===== config.mk =====
export PLATFORM = sky130hd
export DESIGN_NAME = lpe_tracker
export DESIGN_NICKNAME = d
export VERILOG_FILES = /design/src/rtl/lpe_pkg.sv /design/src/rtl/lpe_mode_enable.sv /design/src/rtl/lpe_step.sv /design/src/rtl/lpe_tracker.sv
export SDC_FILE = /design/constraint.sdc
export NUM_CORES = 1
export LEC_CHECK = 0
export ABC_AREA = 0
export BUFFER_PORTS_ARGS = -buffer_cell sky130_fd_sc_hd__buf_2
export CAP_MARGIN = 20
export CORE_MARGIN = 2
export CORE_UTILIZATION = 39
export DETAILED_ROUTE_END_ITERATION = 12
export PLACE_DENSITY_LB_ADDON = 0.1
export SYNTH_ARGS = -nofsm -noshare
export SYNTH_HDL_FRONTEND = slang
export SYNTH_SLANG_ARGS = --single-unit

===== constraint.sdc =====
create_clock -name clk -period 1.1 [get_ports clk]
set_clock_uncertainty 0.05 [all_clocks]
set_input_delay 0.165 -clock clk [delete_from_list [all_inputs] [get_ports clk]]
set_output_delay 0.165 -clock clk [all_outputs]
set_load 0.02 [all_outputs]

===== src/rtl/lpe_pkg.sv =====
package lpe_pkg;
  typedef enum logic [1:0] {
    MODE_U = 2'b00,
    MODE_S = 2'b01,
    MODE_M = 2'b11
  } mode_e;

  typedef enum logic {
    LP_NONE     = 1'b0,
    LP_EXPECTED = 1'b1
  } lp_state_e;
endpackage


===== src/rtl/lpe_mode_enable.sv =====
module lpe_mode_enable
  import lpe_pkg::*;
(
  input  logic [1:0] mode,
  input  logic       virt,
  input  logic       menv_lpe,
  input  logic       senv_lpe,
  input  logic       henv_lpe,
  output logic       enable
);
  always_comb begin
    unique case (mode)
      MODE_U:  enable = senv_lpe;
      MODE_S:  enable = virt ? henv_lpe : menv_lpe;
      default: enable = 1'b0;
    endcase
  end
endmodule


===== src/rtl/lpe_step.sv =====
module lpe_step
  import lpe_pkg::*;
#(
  parameter int XLEN      = 64,
  parameter int MPELP_BIT = 41,
  parameter int SPELP_BIT = 23
) (
  input  logic            elp_q,
  input  logic            valid,
  input  logic            ijmp,
  input  logic            lpad,
  input  logic            trap,
  input  logic            mret,
  input  logic            sret,
  input  logic [1:0]      tgt,
  input  logic            en_cur,
  input  logic            en_tgt,
  input  logic [XLEN-1:0] mst_in,
  output logic            elp_d,
  output logic [XLEN-1:0] mst_d,
  output logic            flt_d
);
  always_comb begin
    elp_d = elp_q;
    mst_d = mst_in;
    flt_d = 1'b0;
    if (valid) begin
      if (trap) begin
        if (tgt == MODE_S) mst_d[SPELP_BIT] = elp_q;
        else               mst_d[MPELP_BIT] = elp_q;
        elp_d = LP_NONE;
      end else if (elp_q == LP_EXPECTED) begin
        elp_d = LP_NONE;
        flt_d = !lpad;
      end else if (mret) begin
        elp_d = mst_in[MPELP_BIT] & en_tgt;
        mst_d[MPELP_BIT] = 1'b0;
      end else if (sret) begin
        elp_d = mst_in[SPELP_BIT] & en_tgt;
        mst_d[SPELP_BIT] = 1'b0;
      end else if (ijmp) begin
        elp_d = en_cur;
      end
    end
  end
endmodule


===== src/rtl/lpe_tracker.sv =====
module lpe_tracker
  import lpe_pkg::*;
#(
  parameter int XLEN        = 64,
  parameter int MPELP_BIT   = 41,
  parameter int SPELP_BIT   = 23,
  parameter int CAUSE_W     = 6,
  parameter int FAULT_CAUSE = 18
) (
  input  logic               clk,
  input  logic               rst,
  input  logic               rt_valid,
  input  logic [1:0]         rt_priv,
  input  logic               rt_virt,
  input  logic               rt_ijmp,
  input  logic               rt_lpad,
  input  logic               rt_trap,
  input  logic               rt_mret,
  input  logic               rt_sret,
  input  logic [1:0]         rt_tgt,
  input  logic               rt_tgt_virt,
  input  logic               menv_lpe,
  input  logic               senv_lpe,
  input  logic               henv_lpe,
  input  logic [XLEN-1:0]    mstatus_i,
  output logic               elp_o,
  output logic [XLEN-1:0]    mstatus_o,
  output logic               fault_o,
  output logic [CAUSE_W-1:0] fault_cause_o
);
  localparam logic [CAUSE_W-1:0] CAUSE_CODE = CAUSE_W'(FAULT_CAUSE);

  logic            en_cur, en_tgt, elp_d, flt_d;
  logic [XLEN-1:0] mst_d;

  lpe_mode_enable u_en_cur (
    .mode(rt_priv), .virt(rt_virt), .menv_lpe(menv_lpe),
    .senv_lpe(senv_lpe), .henv_lpe(henv_lpe), .enable(en_cur)
  );

  lpe_mode_enable u_en_tgt (
    .mode(rt_tgt), .virt(rt_tgt_virt), .menv_lpe(menv_lpe),
    .senv_lpe(senv_lpe), .henv_lpe(henv_lpe), .enable(en_tgt)
  );

  lpe_step #(.XLEN(XLEN), .MPELP_BIT(MPELP_BIT), .SPELP_BIT(SPELP_BIT)) u_step (
    .elp_q(elp_o), .valid(rt_valid), .ijmp(rt_ijmp), .lpad(rt_lpad),
    .trap(rt_trap), .mret(rt_mret), .sret(rt_sret), .tgt(rt_tgt),
    .en_cur(en_cur), .en_tgt(en_tgt), .mst_in(mstatus_i),
    .elp_d(elp_d), .mst_d(mst_d), .flt_d(flt_d)
  );

  always_ff @(posedge clk) begin
    if (rst) begin
      elp_o         <= LP_NONE;
      mstatus_o     <= '0;
      fault_o       <= 1'b0;
      fault_cause_o <= '0;
    end else begin
      elp_o         <= elp_d;
      mstatus_o     <= mst_d;
      fault_o       <= flt_d;
      fault_cause_o <= flt_d ? CAUSE_CODE : '0;
    end
  end
endmodule


==> flow_summary_export.csv <==
group,metric,value,unit
run_status,run_status,"finished clean",
routing,drt_first_iter_violations,65,
clocking,clk_latency,0.32,ns
timing,setup_ws,0.0490,ns
floorplan,dieHeight,75.2,microns
timing,timing.final.crit_share,0.955,
routing,wl,5140,microns
routing,ant_nets,0,
routing,drc,0,
final_layout,fin_cells,448,
global_routing,grt_pass1_vias,1741,
clocking,post-cts-setup-buffer-count,0,
logic_synthesis,netlist_area,1980,sq um
floorplan,rows,25,
pwr,power_density,1490,nW/um^2
routing,vias,1828,
critical_path,cp_num_buf_inv,1,
critical_path,worstSetupPathType,"reg2out",
critical_path,crit_required,0.88,ns
pwr,peakVddDrop,872,uV
logic_synthesis,synthArstFlopShare,0,
critical_path,cp_slowest_cell,"dfxtp_1",
critical_path,critPathTopFamily,"flip-flops",
timing,period_minus_slack,1.05,ns
place,port_buffers,148,
clocking,clock_sinks,66,
logic_synthesis,synth_edf_count,0,
logic_synthesis,syn_inst,170,
routing,wire_per_inst,11.5,microns
place,dp.cells,378,
final_layout,syn2layout_area_growth,77.0,%
clocking,numCtsBuffers,9,
pwr,netSwitchingFraction,0.241,
floorplan,die_x,75.2,microns
global_routing,grt_max_degree,40,
final_layout,finalNetCount,457,
timing,final_hold_viol_count,0,
routing,vias_per_cell,4.08,
pwr,pwr-share-clk,0.365,
critical_path,crit_fanout,4,
logic_synthesis,ys_seq_area_frac,0.668,
place,gp_congestion,0.780,
global_routing,gr-total-overflow,0,
pwr,power.share.combinational,0.147,
place,dpl_cell_area,2770,sq um
timing,slew_viol_final,0,
final_layout,mostFrequentLayoutCell,"buf_2",
routing,drt_first_pass_iters,4,
final_layout,antenna_cells,0,
pwr,leakage,1.75,nW
critical_path,slowest_delay,0.36,ns
logic_synthesis,synth_area_leaders,"dfxtp_1 67%, nor2b_1 18%, and2b_1 2.3%, buf_4 2.3%, buf_2 1.0%",
final_layout,mostFrequentLayoutCells,"145 x buf_2, 65 x dfxtp_1, 56 x nor2b_1, 54 x dlygate4sd3_1, 9 x clkbuf_8",
logic_synthesis,syn_avg_cell_area,11.6,sq um
pwr,p_sw,1.25,mW
clocking,clk_path_buf_depth,2,
final_layout,fin_util,0.727,
clocking,cts_tree,"built",
place,place_ws,0.110,ns
global_routing,antenna_found_initial,0,
clocking,htreeDepth,3,
floorplan,start_util,0.411,
timing,setup_viol,0,
clocking,clk_pin_slew,0.07,ns
logic_synthesis,yosys_warnings,0,
critical_path,setup.worst_path.end_class,"primary output",
critical_path,startpoint,"elp_o",
pwr,intPower,3.95,mW
final_layout,fin_area,3500,sq um
critical_path,worstPathArrival,0.84,ns
min_path,holdCritStartpoint,"mstatus_i[4]",
critical_path,reg2reg_from,"elp_o",
critical_path,start_kind,"flop",
place,hpwlAfterDp,3230,microns
logic_synthesis,synth.distinct_cells,26,
floorplan,design.core.area,4820,sq um
global_routing,grt_pass1_wl,7490,microns
logic_synthesis,yosysTopAreaCellShare,0.668,
floorplan,io_pins,153,
timing,rsz0062_at_grt,"false",
floorplan,dieArea,5660,sq um
global_routing,grt_use_total,0.180,
logic_synthesis,ys_seq_elements,66,
min_path,hold_class,"in2reg",
logic_synthesis,yosysTopAreaCell,"dfxtp_1",
pwr,power_frac_seq,0.488,
timing,max_clock_freq,0.951,GHz
logic_synthesis,synthFlopType,"dfxtp_1",
final_layout,final_layout_size_suffix_gt1_frac,0.444,
final_layout,n_fill_cell,374,
clocking,clock-root-buffer,"clkbuf_8",
critical_path,critical_path.cell_chain,"buf_4",
run,max_cap_violations,0,
power by group through the flow:
| stage | clock [mW] | sequential, mW | combinational, mW |
|---|---|---|---|
| after floorplan | 0 | 2.77 | 0.167 |
| after global placement | 0 | 2.59 | 0.614 |
| after detailed placement | 0 | 2.59 | 0.614 |
| after CTS | 1.96 | 2.54 | 0.766 |
| after global routing | 2.07 | 2.55 | 0.832 |
| final | 1.90 | 2.54 | 0.765 |
cells in the mapped netlist (all sizes together), types with 2 or more instances:
cell type	instances
and2b	7
mux2i	2
buf	11
nand2	5
nor2	4
nor2b	56
a31oi	2
dfxtp	66
nor3	3
clkbuf	2
repair_timing:
action / CTS / global route
gates resized for setup: 0 / 4
endpoints found under the setup margin: 3 / 4
endpoints found under the hold margin: 54 / 0
hold buffers: 54 / 0
flip-flops by register name (all words and copies together), names as in the netlist:
| register | cells |
|---|---|
| elp_o | 1 |
| fault_cause_o | 1 |
| mstatus_o | 64 |
layer usage:
layer,global-route usage,part of all wire,routed length [microns]
met1,0.184,0.37,1910
met2,0.322,0.52,2670
met5,0,0,0
met3,0.0683,0.091,470
met4,0.0916,0.018,95
cell type report:
class,count,area (sq um),share of cell area
repair buffers,205,1320,0.378
flip-flops and latches,66,1320,0.378
well taps,67,83.8,0.0239
clock inverters,5,55.1,0.0157
inverters,1,3.75,0.00107
multi-input cells,93,581,0.166
clock buffers,11,131,0.0375
metrics by stage:
stage | hold WS (ns) | setup TNS [ns] | power (mW)
floorplan | 0.191 | 0 | 2.93
global placement | 0.299 | 0 | 3.21
detailed placement | 0.298 | 0 | 3.21
CTS | 0.000324 | -0.0258 | 5.26
global route | 0.000225 | 0 | 5.45
finish | 0.0110 | 0 | 5.20
kinds of logic after synthesis:
logic type	after synthesis	synth area share
AO/OA/AOI/OAI	7	0.0234
buffers and inverters	14	0.0443
flip-flops	66	0.668
multiplexers	2	0.0101
other	1	0.00190
AND/OR/NAND/NOR	80	0.252
final timing paths:
kind	endpoint	slack, ns	cells past startpoint
setup / recovery	elp_o	0.05	1
hold / removal	mstatus_o[4]	0.01	2
setup reg to reg	elp_o	0.10	4
hold reg to reg	fault_cause_o[1]	0.40	2
(Power assumes the default switching activity.)
